[src/rtl/hwstack_pkg.sv]
package hwstack_pkg;

  typedef enum logic [2:0] {
    OP_PUSH        = 3'd0,
    OP_POP         = 3'd1,
    OP_PEEK        = 3'd2,
    OP_CALL        = 3'd3,
    OP_RET         = 3'd4,
    OP_PUSH_STATUS = 3'd5,
    OP_LOAD_PTR    = 3'd6,
    OP_NONE        = 3'd7
  } stackOp_e;

  // strobes from control to datapath, one per cycle
  typedef struct packed {
    logic latch;        // capture write operands
    logic latchCall;    // operands come from cmdPc-1
    logic latchStatus;  // force status bits on byte0
    logic loadPtr;      // pointer <= cmdData
    logic wrByte0;      // write first byte, decrement
    logic wrByte1;      // write second byte, decrement
    logic rdIssue;      // read at pointer+1
    logic rdPeek;       // keep pointer on this read
    logic capLo;        // hold first byte of a return
    logic finish;       // capture response
    logic finishRet;    // response carries a program counter
  } stackStrobe_t;

endpackage

[src/rtl/hwstack_ctrl.sv]
module hwstack_ctrl
  import hwstack_pkg::*;
(
  input  logic         clk,
  input  logic         rstN,
  input  logic         cmdValid,
  input  logic [2:0]   cmdOp,
  output logic         cmdReady,
  output stackStrobe_t stb
);

  typedef enum logic [2:0] {
    ST_IDLE, ST_WRITE0, ST_WRITE1, ST_READ0, ST_READ1, ST_FINISH
  } ctrlState_e;

  ctrlState_e state, nxtState;
  logic       isCall, isPeek, isRet;
  stackOp_e   op;
  logic       accept;

  assign op       = stackOp_e'(cmdOp);
  assign cmdReady = (state == ST_IDLE);
  assign accept   = cmdValid && cmdReady;

  always_comb begin
    stb      = '0;
    nxtState = state;
    unique case (state)
      ST_IDLE: begin
        if (cmdValid) begin
          unique case (op)
            OP_PUSH: begin
              stb.latch = 1'b1;
              nxtState  = ST_WRITE0;
            end
            OP_PUSH_STATUS: begin
              stb.latch       = 1'b1;
              stb.latchStatus = 1'b1;
              nxtState        = ST_WRITE0;
            end
            OP_CALL: begin
              stb.latch     = 1'b1;
              stb.latchCall = 1'b1;
              nxtState      = ST_WRITE0;
            end
            OP_POP, OP_PEEK, OP_RET: nxtState = ST_READ0;
            OP_LOAD_PTR: stb.loadPtr = 1'b1;
            default: ;
          endcase
        end
      end
      ST_WRITE0: begin
        stb.wrByte0 = 1'b1;
        nxtState    = isCall ? ST_WRITE1 : ST_IDLE;
      end
      ST_WRITE1: begin
        stb.wrByte1 = 1'b1;
        nxtState    = ST_IDLE;
      end
      ST_READ0: begin
        stb.rdIssue = 1'b1;
        stb.rdPeek  = isPeek;
        nxtState    = isRet ? ST_READ1 : ST_FINISH;
      end
      ST_READ1: begin
        stb.rdIssue = 1'b1;
        stb.capLo   = 1'b1;
        nxtState    = ST_FINISH;
      end
      ST_FINISH: begin
        stb.finish    = 1'b1;
        stb.finishRet = isRet;
        nxtState      = ST_IDLE;
      end
      default: nxtState = ST_IDLE;
    endcase
  end

  always_ff @(posedge clk) begin
    if (!rstN) begin
      state  <= ST_IDLE;
      isCall <= 1'b0;
      isPeek <= 1'b0;
      isRet  <= 1'b0;
    end else begin
      state <= nxtState;
      if (accept) begin
        isCall <= (op == OP_CALL);
        isPeek <= (op == OP_PEEK);
        isRet  <= (op == OP_RET);
      end
    end
  end

  AST_BUSY_AFTER_ACCEPT: assert property (@(posedge clk) disable iff (!rstN)
    accept && (cmdOp != 3'd6) && (cmdOp != 3'd7) |=> !cmdReady);

  AST_NONE_STAYS_IDLE: assert property (@(posedge clk) disable iff (!rstN)
    accept && ((cmdOp == 3'd6) || (cmdOp == 3'd7)) |=> cmdReady);

endmodule

[src/rtl/hwstack_dp.sv]
module hwstack_dp
  import hwstack_pkg::*;
#(
  parameter int                DATA_W       = 8,
  parameter int                PAGE_W       = 8,
  parameter logic [PAGE_W-1:0] PAGE_ID      = 8'h01,
  parameter logic [DATA_W-1:0] SP_INIT      = 8'hFF,
  parameter logic [DATA_W-1:0] STATUS_FORCE = 8'h30
) (
  input  logic                     clk,
  input  logic                     rstN,
  input  stackStrobe_t             stb,
  input  logic [DATA_W-1:0]        cmdData,
  input  logic [2*DATA_W-1:0]      cmdPc,
  output logic [PAGE_W+DATA_W-1:0] memAddr,
  output logic                     memWrEn,
  output logic [DATA_W-1:0]        memWrData,
  output logic                     memRdEn,
  input  logic [DATA_W-1:0]        memRdData,
  output logic                     rspValid,
  output logic [DATA_W-1:0]        rspData,
  output logic [2*DATA_W-1:0]      rspPc,
  output logic [DATA_W-1:0]        stackPtr
);

  localparam int PTR_W = DATA_W;
  localparam int PC_W  = 2 * DATA_W;

  logic [PTR_W-1:0]  sp, spUp;
  logic [DATA_W-1:0] byte0, byte1, loByte;
  logic [PC_W-1:0]   pcMinus;
  logic [DATA_W-1:0] rspDataQ;
  logic [PC_W-1:0]   rspPcQ;
  logic              rspValidQ;

  assign spUp      = sp + 1'b1;
  assign pcMinus   = cmdPc - 1'b1;
  assign memWrEn   = stb.wrByte0 | stb.wrByte1;
  assign memRdEn   = stb.rdIssue;
  assign memWrData = stb.wrByte1 ? byte1 : byte0;
  assign memAddr   = {PAGE_ID, (stb.rdIssue ? spUp : sp)};
  assign rspValid  = rspValidQ;
  assign rspData   = rspDataQ;
  assign rspPc     = rspPcQ;
  assign stackPtr  = sp;

  always_ff @(posedge clk) begin
    if (!rstN) begin
      sp        <= SP_INIT;
      byte0     <= '0;
      byte1     <= '0;
      loByte    <= '0;
      rspDataQ  <= '0;
      rspPcQ    <= '0;
      rspValidQ <= 1'b0;
    end else begin
      if (stb.latch) begin
        if (stb.latchCall)        byte0 <= pcMinus[PC_W-1:DATA_W];
        else if (stb.latchStatus) byte0 <= cmdData | STATUS_FORCE;
        else                      byte0 <= cmdData;
        byte1 <= pcMinus[DATA_W-1:0];
      end
      if (stb.loadPtr)                     sp <= cmdData;
      else if (memWrEn)                    sp <= sp - 1'b1;
      else if (stb.rdIssue && !stb.rdPeek) sp <= spUp;
      if (stb.capLo) loByte <= memRdData;
      rspValidQ <= stb.finish;
      if (stb.finish) begin
        rspDataQ <= memRdData;
        if (stb.finishRet) rspPcQ <= {memRdData, loByte} + 1'b1;
      end
    end
  end

  AST_PUSH_THEN_DEC: assert property (@(posedge clk) disable iff (!rstN)
    memWrEn |=> sp == PTR_W'($past(memAddr[PTR_W-1:0]) - 1'b1));

  AST_POP_INC_FIRST: assert property (@(posedge clk) disable iff (!rstN)
    memRdEn && !stb.rdPeek |=> sp == $past(memAddr[PTR_W-1:0]));

  AST_PEEK_HOLDS_PTR: assert property (@(posedge clk) disable iff (!rstN)
    memRdEn && stb.rdPeek |=> $stable(sp));

  AST_ONE_ACTION: assert property (@(posedge clk) disable iff (!rstN)
    $onehot0({memWrEn, memRdEn, stb.loadPtr}));

  AST_RSP_PULSE: assert property (@(posedge clk) disable iff (!rstN)
    rspValid |=> !rspValid);

  AST_PAGE_FIXED: assert property (@(posedge clk) disable iff (!rstN)
    memWrEn || memRdEn |-> memAddr[PAGE_W+DATA_W-1:DATA_W] == PAGE_ID);

endmodule

[src/rtl/hwstack_top.sv]
module hwstack_top
  import hwstack_pkg::*;
#(
  parameter int                DATA_W       = 8,
  parameter int                PAGE_W       = 8,
  parameter logic [PAGE_W-1:0] PAGE_ID      = 8'h01,
  parameter logic [DATA_W-1:0] SP_INIT      = 8'hFF,
  parameter logic [DATA_W-1:0] STATUS_FORCE = 8'h30
) (
  input  logic                     clk,
  input  logic                     rstN,
  input  logic                     cmdValid,
  output logic                     cmdReady,
  input  logic [2:0]               cmdOp,
  input  logic [DATA_W-1:0]        cmdData,
  input  logic [2*DATA_W-1:0]      cmdPc,
  output logic [PAGE_W+DATA_W-1:0] memAddr,
  output logic                     memWrEn,
  output logic [DATA_W-1:0]        memWrData,
  output logic                     memRdEn,
  input  logic [DATA_W-1:0]        memRdData,
  output logic                     rspValid,
  output logic [DATA_W-1:0]        rspData,
  output logic [2*DATA_W-1:0]      rspPc,
  output logic [DATA_W-1:0]        stackPtr
);

  stackStrobe_t stb;

  hwstack_ctrl u_ctrl (
    .clk      (clk),
    .rstN     (rstN),
    .cmdValid (cmdValid),
    .cmdOp    (cmdOp),
    .cmdReady (cmdReady),
    .stb      (stb)
  );

  hwstack_dp #(
    .DATA_W       (DATA_W),
    .PAGE_W       (PAGE_W),
    .PAGE_ID      (PAGE_ID),
    .SP_INIT      (SP_INIT),
    .STATUS_FORCE (STATUS_FORCE)
  ) u_dp (
    .clk       (clk),
    .rstN      (rstN),
    .stb       (stb),
    .cmdData   (cmdData),
    .cmdPc     (cmdPc),
    .memAddr   (memAddr),
    .memWrEn   (memWrEn),
    .memWrData (memWrData),
    .memRdEn   (memRdEn),
    .memRdData (memRdData),
    .rspValid  (rspValid),
    .rspData   (rspData),
    .rspPc     (rspPc),
    .stackPtr  (stackPtr)
  );

endmodule

[config.mk]
export PLATFORM = sky130hd
export DESIGN_NAME = hwstack_top
export DESIGN_NICKNAME = d
export VERILOG_FILES = /design/src/rtl/hwstack_pkg.sv /design/src/rtl/hwstack_ctrl.sv /design/src/rtl/hwstack_dp.sv /design/src/rtl/hwstack_top.sv
export SDC_FILE = /design/constraint.sdc
export NUM_CORES = 1
export LEC_CHECK = 0
export BUFFER_PORTS_ARGS = -buffer_cell sky130_fd_sc_hd__buf_4
export CORE_MARGIN = 5
export CORE_UTILIZATION = 30
export DETAILED_ROUTE_END_ITERATION = 12
export SYNTH_ARGS = -nofsm -noshare
export SYNTH_HDL_FRONTEND = slang
export SYNTH_SLANG_ARGS = --single-unit
export TNS_END_PERCENT = 50
[constraint.sdc]
create_clock -name clk -period 2.6 [get_ports clk]
set_clock_uncertainty 0.15 [all_clocks]
set_input_delay 0.39 -clock clk [delete_from_list [all_inputs] [get_ports clk]]
set_output_delay 0.39 -clock clk [all_outputs]
set_load 0.1 [all_outputs]
### Word-level counts from Yosys, hierarchy flattened

Index checks and enable logic that the tools add are counted.

* bits in registers: 63
* output and inout bits: 60

* $add $sub $neg: 4
* eq/ne operators: 13
* multiplexer cells: 24
* bitwise gates (word level): 1
* reduce and logical (&&, ||, !) cells: 11

Operators with widths (number)
* $mux 8: 6
* $add 16x1->16 const B: 1
* $sub 16x1->16 const B: 1
* $eq 3x3->1 const B: 5
* $eq 3x2->1 const B: 4
* $pmux 3 s4: 1
* $mux 1: 10
* $add 8x1->8 const B: 1
* $mux 4: 2
* $sub 8x1->8 const B: 1
* $eq 3x1->1 const B: 2
* $logic_not 3->1: 2
* $mux 6: 1
* $pmux 3 s2: 1
* $reduce_or 3->1: 2
* $mux 2: 2
* $reduce_and 2->1: 2
* $mux 3: 1
* $ne 3x3->1 const B: 1
* $reduce_bool 3->1: 1
* $logic_and 1x1->1: 2
* $ne 2x2->1 const B: 1
* $reduce_or 2->1: 1
* $logic_not 1->1: 1
* $or 1x1->1: 1

### Longest topological paths before layout

Gate-level depths: netlist of the first run.

* word-level depth: 7
* depth in mapped cells: 7
* depth with buffers taken out: 6

### Hierarchy

Synthesis of the first run repeated with hierarchy kept, for this count alone.

* cell total of the unflattened synthesis: 430
* area, all modules: 3567.2 um^2

By module, submodules not included
* hwstack_dp: instances 1, cells an instance 380, area each 3154.3 um^2, sequential area each 1141.1 um^2
* hwstack_ctrl: instances 1, cells an instance 50, area each 412.9 um^2, sequential area each 120.1 um^2

### Least setup slack after synthesis of the first run

Ideal clock, no wire load.

* path kind: reg2out
* start: reg u_ctrl.state[0]
* end: out memAddr[2]
* arrival time: 3.385 ns
* required time: 2.060 ns
* slack: -1.325 ns
* stages on the path, launching flop included: 8
* path buffers: 2
* path through: dfxtp_1 buf_2 nor3b_1 buf_4 a21oi_2 inv_1 nand2_1 xnor2_1

* longest elaborated chain between the ends: 4
* elaborated cells between the ends (all ways): 5
* classes of those cells: eq/ne (2); mux (2); reduce/logical (1)

Ends and longest elaborated chain
* from (decl): RTL line hwstack_ctrl.sv:16 `ctrlState_e state, nxtState;`
* from (signal assigned): RTL line hwstack_ctrl.sv:86 `state <= nxtState;`
* $eq 3x2->1 or $eq 3x3->1 (tied branches): RTL line hwstack_ctrl.sv:28 `unique case (state)`
* $reduce_or 2->1 (no source line) (*)
* $mux 1 (*): RTL line hwstack_ctrl.sv:28
* named net memRdEn: RTL line hwstack_top.sv:20 `output logic memRdEn,`
* $mux 8 (*): RTL line hwstack_dp.sv:41 `assign memAddr = {PAGE_ID, (stb.rdIssue ? spUp : sp)};`
* to (decl): RTL line hwstack_top.sv:17 `output logic [PAGE_W+DATA_W-1:0] memAddr,`

The timed path passes the listed nets; every way through them passes the cells marked *.

### Final worst setup path of the first run

* start: reg u_ctrl.state[1]
* end: out memWrData[1]

* longest elaborated chain between the ends: 3

Ends and longest elaborated chain
* $eq 3x2->1: RTL line hwstack_ctrl.sv:28
* $mux 1: RTL line hwstack_ctrl.sv:28
* $mux 8: RTL line hwstack_dp.sv:40 `assign memWrData = stb.wrByte1 ? byte1 : byte0;`
* to (decl): RTL line hwstack_top.sv:19 `output logic [DATA_W-1:0] memWrData,`

Every way passes these cells.

==> summary.txt, run 1 <==
final hold vios: 0
gr usage total: 0.138
CTS sink cnt: 63
Hold Path Origin: cmdPc[0]
Fmax: 406 MHz
flops & latches, synth: 63
clock insertion delay at the later pin of the skew report: 0.33 ns
clock slew at reported path FFs: 0.06 ns
Iter 0 DRT Violations: 156
Final Power: 3.33 mW
gpl congestion: 0.775
RSZ-0062 raised after global routing: false
Die Height: 119 µm
Final nets: 547
max-cap viol count: 0
level count of the clock H-tree: 3
sequential share of the synthesized area: 0.355
Initial Utilization: 0.308
Most used DFF post-synth: dfxtp_1
CP arrival: 1.92 ns
FF-to-FF setup slack: 0.37 ns
Crit-path slowest cell: dfxtp_2
Buf+Inv Stages, Crit Path: 2
Area Overhead vs Synth: 34.7%
final core occ: 0.415
initial antenna violation count: 0
Post-synth EDFFs: 0
Setup-failing EPs final: 0
first-pass GRT wire length: 16100 µm
Top Usage Layer GRT: met2
Core Region: 11500 µm²
maximum fanout along the worst path: 8
CP Depth: 5
final hold slack: 0.113 ns
Tcrit/Tclk final: 0.946
share of layout cells above drive strength 1: 0.302
Max rail drop VDD: 0.332 mV
HP Class: in -> reg
final std cells w/o fill: 653
DRC violations left: 0
worst rel slew slack: 0.644
LEAKAGE: 1.98 nW
Setup CP Type: reg -> out
syn_area_per_cell: 8.48 µm²
Distinct cells, synth: 56
critical path cell sequence: nor2b_4, nor2b_1, buf_4, mux2_2, buf_4
die area: 14100 µm²
vias in the first global route: 3261
via count: 3278
maximum clock insertion buffer count: 2
worst r2r src: u_ctrl.state[0]$_SDFFE_PN0P_
outcome: complete, no violations
yosys warns: 0
Worst EP required: 2.06 ns
Crit. End Element: output pin
dpl cell area: 4430 µm²
cell depth of the worst flop-to-flop path: 6
Die W: 119 µm
Antenna diodes: 0
post-route ant nets: 0
Critical Path Most Common Cell: buf_4
slowest stage delay, CP: 0.39 ns
Mapped Cells: 419
row count: 39
measured slew at the worst slew-check pin: 0.534 ns
largest net degree at the start of global routing: 32
drt total wl: 9890 µm
WHS Path Cells: 2
pre-CTS setup slack: 0.371 ns
Overflow after GRT: 0
vias per cell: 5.02
GRT met3 Usage: 0.0507
pwr/cell area: 697 nW/µm²
Pre-antenna DRT Iters: 4
Synth Cell Area: 3550 µm²
GR Util met1: 0.169
post-layout minimum cycle time: 2.46 ns
Final Max Tran Viols: 0
Setup crit start kind: flip-flop
reg2reg end: u_dp.stackPtr[2]$_SDFFE_PN1P_
post-route cell area: 4780 µm²
IO Port Bufs: 89
post-DP HPWL: 7500 µm
setup TNS: 0 ns
Hold EP: u_dp.byte1[0]$_SDFFE_PN0P_
met2 Use GR: 0.231
DR WL/cell: 15.1 µm
Cells after DPL: 637
# IOs: 98
Hold-fix buffers, CTS: 0
CTS tree: yes
Root Driver: clkbuf_16
final worst slack: 0.139 ns
CP delay by family, top: buffers and inverters
async set-reset flop share out of synthesis: 0
CTS buffer count: 9
-- synth_stat cells, types with 3 or more instances --
cell	count	area [µm²]
nand4_1	8	50.1
mux2_2	10	113
nand2_1	27	101
ha_1	4	50.1
a21oi_1	28	140
inv_1	12	45.0
dfxtp_1	63	1260
xor2_1	15	131
o211ai_1	5	37.5
mux2i_1	23	230
a211o_1	3	26.3
buf_4	11	82.6
a211oi_1	11	82.6
nor2_1	55	206
nor3_1	8	40.0
and4_1	4	35.0
nand3_1	17	85.1
buf_2	10	50.1
o2111ai_1	3	26.3
xnor2_1	20	175
and2_1	6	37.5
clkbuf_1	11	41.3
o21ai_0	17	85.1
o221ai_1	3	26.3
nor2_2	3	18.8
or3_1	4	25.0
-- layout make-up --
class / count / area [µm²]
Timing Repair Buffer: 103 / 777
Tap cell: 143 / 179
Inverter: 12 / 45.0
Fill cell: 1166 / 6730
Clock buffer: 10 / 239
Sequential cell: 63 / 1270
Clock inverter: 6 / 92.6
Multi-Input combinational cell: 316 / 2190
-- metal layers --
metal / routed length [µm] / up-vias
li1: - / 1647
met1: 4400 / 1531
met2: 4710 / 88
met3: 661 / 12
met4: 116 / 0
met5: 0 / -
-- where the power goes --
| part | internal, mW | switching [mW] |
|---|---|---|
| Sequential | 1.01 | 0.0543 |
| Clock | 0.870 | 0.462 |
| Combinational | 0.258 | 0.680 |
-- flip-flops by register name (all words and copies together), names as in the netlist --
register	count
u_ctrl.isCall	1
u_ctrl.isPeek	1
u_ctrl.isRet	1
u_ctrl.state	3
u_dp.byte0	8
u_dp.byte1	8
u_dp.loByte	8
u_dp.rspData	8
u_dp.rspPc	16
u_dp.rspValid	1
u_dp.stackPtr	8
-- worst max-delay path by stage --
stage	start	to	slack, ns
floorplan	u_ctrl.state[0]$_SDFFE_PN0P_	memAddr[2]	-0.51
global placement	u_ctrl.state[1]$_SDFFE_PN0P_	memWrData[7]	0.42
detailed placement	u_ctrl.state[1]$_SDFFE_PN0P_	memAddr[5]	0.37
CTS	u_ctrl.state[1]$_SDFFE_PN0P_	memAddr[5]	0.01
global route	u_ctrl.state[2]$_SDFFE_PN0P_	memAddr[7]	0.01
finish	u_ctrl.state[1]$_SDFFE_PN0P_	memWrData[1]	0.14
-- layout by cell type, fill, tap and decap left out, types with 6 or more instances in the layout --
cell type / netlist / layout
nor2_1: 55 / 55
buf_4: 11 / 102
dfxtp_1: 63 / 59
o21ai_0: 17 / 17
and2_1: 6 / 6
xor2_1: 15 / 14
nor3_1: 8 / 7
nand2_1: 27 / 27
xnor2_1: 20 / 14
inv_1: 12 / 12
mux2_2: 10 / 10
nand3_1: 17 / 17
clkbuf_16: 0 / 9
nand4_1: 8 / 8
a211oi_1: 11 / 11
mux2i_1: 23 / 23
conb_1: 2 / 8
a21oi_1: 28 / 28
-- logic make-up (layout without fill, tap and decap cells) --
group	count (synthesis)	in the layout	synth area share
compound gates	87	87	0.162
xor+xnor	35	35	0.0863
fa+ha+maj	4	4	0.0141
buf+inv	46	131	0.0659
flops	63	63	0.355
mux	33	33	0.0965
other cells	2	8	0.00211
simple gates	149	149	0.218
-- timing repair --
item                                    in CTS  in global routing
setup buffers                                0                  0
endpoints found under the setup margin       0                 12
resized for setup                            0                  6
(Power assumes the default switching activity.)
==> run 2: changes to the inputs <==
Clock period 2.6 ns to 2.5 ns, I/O delays scaled along.
==> summary.txt, run 2 (synthesis results as in run 1) <==
reg2reg end: u_dp.stackPtr[2]$_SDFFE_PN1P_
uppermost layer routed: met4
Die W: 119 µm (unchanged)
HP Class: in -> reg
Setup CP Type: reg -> out
max-cap viol count: 0 (unchanged)
CP startpoint: u_ctrl.state[0]$_SDFFE_PN0P_
Worst EP required: 1.98 ns (-0.08 ns)
clock slew at reported path FFs: 0.05 ns (about the same)
final core occ: 0.416 (+0.000543)
DR WL/cell: 15.4 µm (+1.4%)
first-pass GRT wire length: 16600 µm (+3.0%)
LEAKAGE: 1.99 nW (+0.63%)
post-layout minimum cycle time: 2.38 ns
Metal-1 WL: 4530 µm (+2.9%)
Buf+Inv Stages, Crit Path: 2 (unchanged)
FF-to-FF setup slack: 0.34 ns (-0.03 ns)
vias in the first global route: 3380 (+3.6%)
level count of the clock H-tree: 3 (unchanged)
initial antenna violation count: 0 (unchanged)
Tcrit/Tclk final: 0.953
CTS sink cnt: 63 (unchanged)
IO Port Bufs: 89 (unchanged)
Overflow after GRT: 0 (unchanged)
dpl cell area: 4440 µm² (+0.34%)
final std cells w/o fill: 654 (+0.15%)
Final nets: 549 (+0.37%)
post-DP HPWL: 7530 µm (+0.33%)
final hold slack: 0.103 ns (-0.0102 ns)
met2 WL: 4820 µm (+2.4%)
Hold-fix buffers, CTS: 0 (unchanged)
Met3 Wirelength: 617 µm (-6.7%)
clock insertion delay at the later pin of the skew report: 0.33 ns (about the same)
Setup crit end: memAddr[2]
setup TNS: 0 ns (unchanged)
CP arrival: 1.86 ns (-0.06 ns)
Area Overhead vs Synth: 34.9%
post-CTS setup buffer count: 0 (unchanged)
die area: 14100 µm² (unchanged)
pwr/cell area: 715 nW/µm² (+2.7%)
via count: 3277 (-0.031%)
drt total wl: 10000 µm (+1.6%)
Initial Utilization: 0.308 (unchanged)
CTS buffer count: 9 (unchanged)
Final Max Tran Viols: 0 (unchanged)
Die Height: 119 µm (unchanged)
share of layout cells above drive strength 1: 0.305 (+0.00332)
maximum fanout along the worst path: 9 (+1)
final worst slack: 0.117 ns (-0.0225 ns)
critical path cell sequence: nor3b_4, a21oi_4, inv_1, nand2_1, xnor2_4, buf_4
CP delay by family, top: flip-flops
vias per cell: 5.01 (-0.18%)
DRC violations left: 0 (unchanged)
max FFs per register: 16 (unchanged)
Pre-antenna DRT Iters: 4 (unchanged)
Fmax: 420 MHz
row count: 39 (unchanged)
post-route cell area: 4790 µm² (+0.13%)
Root Driver: clkbuf_16
Core Region: 11500 µm² (unchanged)
cell depth of the worst flop-to-flop path: 6 (unchanged)
Crit-path slowest cell: dfxtp_1
gpl congestion: 0.789 (+1.8%)
post-route ant nets: 0 (unchanged)
CTS tree: yes
final hold vios: 0 (unchanged)
Final Power: 3.43 mW (+2.8%)
gr usage total: 0.141 (+0.00328)
# IOs: 98 (unchanged)
maximum clock insertion buffer count: 2 (unchanged)
outcome: complete, no violations
commonest non-fill, non-tap cells in the layout: 103 x buf_4, 58 x dfxtp_1, 55 x nor2_1
CP Depth: 6 (+1)
largest net degree at the start of global routing: 32 (unchanged)
Setup crit start kind: flip-flop
Max rail drop VDD: 0.292 mV (-12%)
Crit. End Element: output pin
Setup-failing EPs final: 0 (unchanged)
pre-CTS setup slack: 0.311 ns (-0.0598 ns)
Cells after DPL: 639 (+0.31%)
worst r2r src: u_ctrl.state[0]$_SDFFE_PN0P_
slowest stage delay, CP: 0.44 ns (+0.05 ns)
Fill cells: 1181 (+1.3%)
Iter 0 DRT Violations: 146 (-6.4%)
commonest non-fill, non-tap cell in the layout: buf_4
Antenna diodes: 0 (unchanged)
-- run 2: repair_timing --
item | CTS | global route
cloned | 0 | 0
endpoints found under the setup margin | 5 | 15
resized for setup | 2 | 7
-- run 2: report_power, final --
group	total (mW)	switching, mW	internal, mW
registers	1.11	0.0591	1.05
clock network	1.33	0.444	0.890
logic	0.984	0.710	0.275
total	3.43	1.21	2.21
-- run 2: how the worst min path moves through the flow --
stage	start	to	cells past startpoint
detailed placement	u_dp.byte0[3]$_SDFFE_PN0P_	u_dp.byte0[3]$_SDFFE_PN0P_	2
finish	cmdPc[0]	u_dp.byte1[0]$_SDFFE_PN0P_	2
floorplan	u_ctrl.isRet$_SDFFE_PN0P_	u_ctrl.isRet$_SDFFE_PN0P_	2
global route	cmdPc[0]	u_dp.byte1[0]$_SDFFE_PN0P_	2
CTS	cmdPc[0]	u_dp.byte1[0]$_SDFFE_PN0P_	2
global placement	u_ctrl.isRet$_SDFFE_PN0P_	u_ctrl.isRet$_SDFFE_PN0P_	2
-- run 2: worst reg2reg max path: stages, from the launching register on --
cell	delay, ns
dfxtp_1	0.44
buf_4	0.24
xnor2_1	0.10
nor2_2	0.28
mux2_2	0.40
a221o_1	0.30
a21o_1	0.15
-- run 2: per-layer routing --
layer | vias up | GRT usage
li1 | 1650 | -
met1 | 1530 | 0.178
met2 | 91 | 0.239
met3 | 6 | 0.0445
met4 | 0 | 0.0297
met5 | - | 0
-- run 2: area by class of cell --
class,count,area (µm²),area share
multi-input cells,316,2190,0.457
flip-flops and latches,63,1270,0.265
repair buffers,105,796,0.166
clock buffers,11,243,0.0507
well taps,143,179,0.0373
clock inverters,4,70.1,0.0146
inverters,12,45.0,0.00940
==> run 3: changes to the inputs <==
Settings changed: ABC_AREA set to 1.
==> summary.txt, run 3 <==
CTS sink cnt: 63 (unchanged)
drt total wl: 11000 µm (+9.5%)
Antenna diodes: 0 (unchanged)
Cells after DPL: 795 (+24%)
CP delay by family, top: simple AND/OR/NAND/NOR gates
Tcrit/Tclk final: 0.957 (+0.00374)
Distinct cells, synth: 34 (-39%)
sequential share of the synthesized area: 0.340 (-0.0151)
reg2reg end: u_dp.rspPc[12]$_SDFFE_PN0P_
gpl congestion: 0.911 (+15%)
Setup crit start kind: flip-flop
gr usage total: 0.149 (+0.00773)
worst r2r src: u_dp.loByte[1]$_SDFFE_PN0P_
Critical Path Most Common Cell: nand2_1
syn_area_per_cell: 6.76 µm² (-20%)
Crit-path slowest cell: dfxtp_4
measured slew at the worst slew-check pin: 0.513 ns
HP Class: in -> reg
final hold vios: 0 (unchanged)
RSZ-0062 raised after global routing: true
Initial Utilization: 0.308 (-0.000880)
IO Port Bufs: 89 (unchanged)
CTS tree: yes
initial antenna violation count: 0 (unchanged)
area share of the largest cell type after synthesis: 0.340 (-0.0151)
synth top area cells: dfxtp_1 34%, nand2_1 9.9%, o21ai_0 7.6%
via count: 3829 (+17%)
die area: 14700 µm² (+4.1%)
LEAKAGE: 2.30 nW (+16%)
commonest non-fill, non-tap cell in the layout: nand2_1
post-route ant nets: 0 (unchanged)
Post-synth EDFFs: 0 (unchanged)
worst rel slew slack: 0.658
vias per cell: 4.72 (-5.9%)
critical path cell sequence: ha_1, nand2_1, nor3_1, xor2_1, nand2_1, o21ai_2, buf_6
post-layout minimum cycle time: 2.39 ns (+0.00935 ns)
level count of the clock H-tree: 3 (unchanged)
DR WL/cell: 13.5 µm (-12%)
Area Overhead vs Synth: 33.2%
Die W: 121 µm (+2.0%)
first-pass GRT wire length: 17800 µm (+7.4%)
share of layout cells above drive strength 1: 0.239 (-0.0662)
outcome: complete, no violations
FF-to-FF setup slack: 0.71 ns (+0.37 ns)
most common cell in the netlist: nand2_1
CP arrival: 1.87 ns (about the same)
clock slew at reported path FFs: 0.05 ns (about the same)
Setup crit end: memAddr[6]
Final Max Tran Viols: 0 (unchanged)
Final Power: 3.75 mW (+9.5%)
Mapped Cells: 549 (+31%)
maximum clock insertion buffer count: 2 (unchanged)
Core Region: 12100 µm² (+4.7%)
Setup-failing EPs final: 0 (unchanged)
largest area contributor in the netlist: dfxtp_1
row count: 40 (+2.6%)
post-DP HPWL: 8520 µm (+13%)
Buf+Inv Stages, Crit Path: 1 (-1)
CP startpoint: u_dp.stackPtr[0]$_SDFFE_PN1P_
flops & latches, synth: 63 (unchanged)
# IOs: 98 (unchanged)
Crit. End Element: output pin
Root Driver: clkbuf_16
pwr/cell area: 760 nW/µm² (+6.2%)
cell depth of the worst flop-to-flop path: 8 (+2)
CP Depth: 7 (+1)
Most used DFF post-synth: dfxtp_1
vias in the first global route: 3639 (+7.7%)
async set-reset flop share out of synthesis: 0 (unchanged)
Synth Cell Area: 3710 µm² (+4.4%)
Max rail drop VDD: 0.243 mV (-17%)
max-cap viol count: 0 (unchanged)
DRC violations left: 0 (unchanged)
Die Height: 121 µm (+2.0%)
Fmax: 418 MHz (-0.39%)
setup TNS: 0 ns (unchanged)
Iter 0 DRT Violations: 319 (+120%)
Final nets: 682 (+24%)
Setup CP Type: reg -> out
final std cells w/o fill: 812 (+24%)
Overflow after GRT: 0 (unchanged)
maximum fanout along the worst path: 6 (-3)
yosys warns: 0 (unchanged)
max FFs per register: 16 (unchanged)
commonest non-fill, non-tap cells in the layout: 98 x nand2_1, 95 x buf_4, 62 x inv_1
Pre-antenna DRT Iters: 4 (unchanged)
slowest stage delay, CP: 0.40 ns (-0.04 ns)
clock insertion delay at the later pin of the skew report: 0.33 ns (about the same)
commonest cells in the netlist: 98 x nand2_1, 63 x dfxtp_1, 62 x inv_1
Worst EP required: 1.98 ns (about the same)
CTS buffer count: 9 (unchanged)
largest net degree at the start of global routing: 33 (+3.1%)
==> run 3: through the flow <==
| stage | setup WS, ns | utilization | hold WS, ns | instance area [µm²] |
|---|---|---|---|---|
| finish | 0.107 | 0.410 | 0.0861 | 4940 |
| global route | -0.0467 | 0.410 | 0.0904 | 4940 |
| CTS | 0.0394 | 0.407 | 0.0838 | 4910 |
| detailed placement | 0.346 | 0.381 | 0.301 | 4600 |
| global placement | 0.388 | 0.381 | 0.301 | 4600 |
| floorplan | -0.194 | - | 0.280 | 3820 |
==> run 3: logic make-up (layout without fill, tap and decap cells) <==
logic type / Yosys count / after routing / share of synthesized area
AOI/OAI and AO/OA: 125 / 125 / 0.180
other: 2 / 8 / 0.00202
xor gates and xnor gates: 19 / 19 / 0.0449
muxes: 7 / 7 / 0.0212
buffers and inverters: 90 / 179 / 0.107
and+or+nand+nor: 239 / 239 / 0.291
DFF: 63 / 63 / 0.340
adders and majority gates: 4 / 4 / 0.0135
==> run 3: timing repair <==
action	4_1_cts	5_1_grt
pin swaps	0	1
gates resized for setup	2	4
setup endpoints to repair	2	4
hold buffers	0	0
buffers inserted	0	2
endpoints found under the hold margin	0	0
==> run 3: area by class of cell <==
type	instances	area, µm²
Clock buffer	12	268
Clock inverter	3	40.0
Fill cell	1278	7120
Inverter	66	250
Multi-Input combinational cell	402	2140
Sequential cell	63	1280
Tap cell	168	210
Timing Repair Buffer	98	751
==> run 3: how the worst min path moves through the flow <==
stage | startpoint | endpoint | slack [ns] | depth (start not counted)
2_1_floorplan | u_dp.byte1[3]$_SDFFE_PN0P_ | u_dp.byte1[3]$_SDFFE_PN0P_ | 0.28 | 2
3_3_place_gp | u_dp.byte1[3]$_SDFFE_PN0P_ | u_dp.byte1[3]$_SDFFE_PN0P_ | 0.30 | 2
3_5_place_dp | u_dp.byte1[3]$_SDFFE_PN0P_ | u_dp.byte1[3]$_SDFFE_PN0P_ | 0.30 | 2
4_1_cts | cmdPc[0] | u_dp.byte1[0]$_SDFFE_PN0P_ | 0.08 | 2
5_1_grt | cmdPc[0] | u_dp.byte1[0]$_SDFFE_PN0P_ | 0.09 | 2
6_report | cmdPc[0] | u_dp.byte1[0]$_SDFFE_PN0P_ | 0.09 | 2
==> run 3: layer usage <==
layer	GRT usage	routed length, µm	vias up
met1	0.195	5090	1764
met2	0.239	5070	94
met5	0	0	-
met4	0.0532	163	0
li1	-	-	1956
met3	0.0373	671	15
==> run 3: worst reg2reg max path: stages, from the launching register on <==
cell	delay (ns)
dfxtp_1	0.40
ha_1	0.21
nand3_1	0.08
nor3_1	0.29
nand2_1	0.19
o21ai_0	0.19
nand3_1	0.09
nand2_1	0.06
inv_1	0.03
==> run 3: power by group <==
| group | switching, mW | internal [mW] | total, mW | leakage [nW] |
|---|---|---|---|---|
| Combinational | 0.991 | 0.335 | 1.33 | 1.64 |
| Clock | 0.435 | 0.850 | 1.28 | 0.154 |
| Sequential | 0.0697 | 1.07 | 1.14 | 0.512 |
| Total | 1.50 | 2.26 | 3.75 | 2.30 |
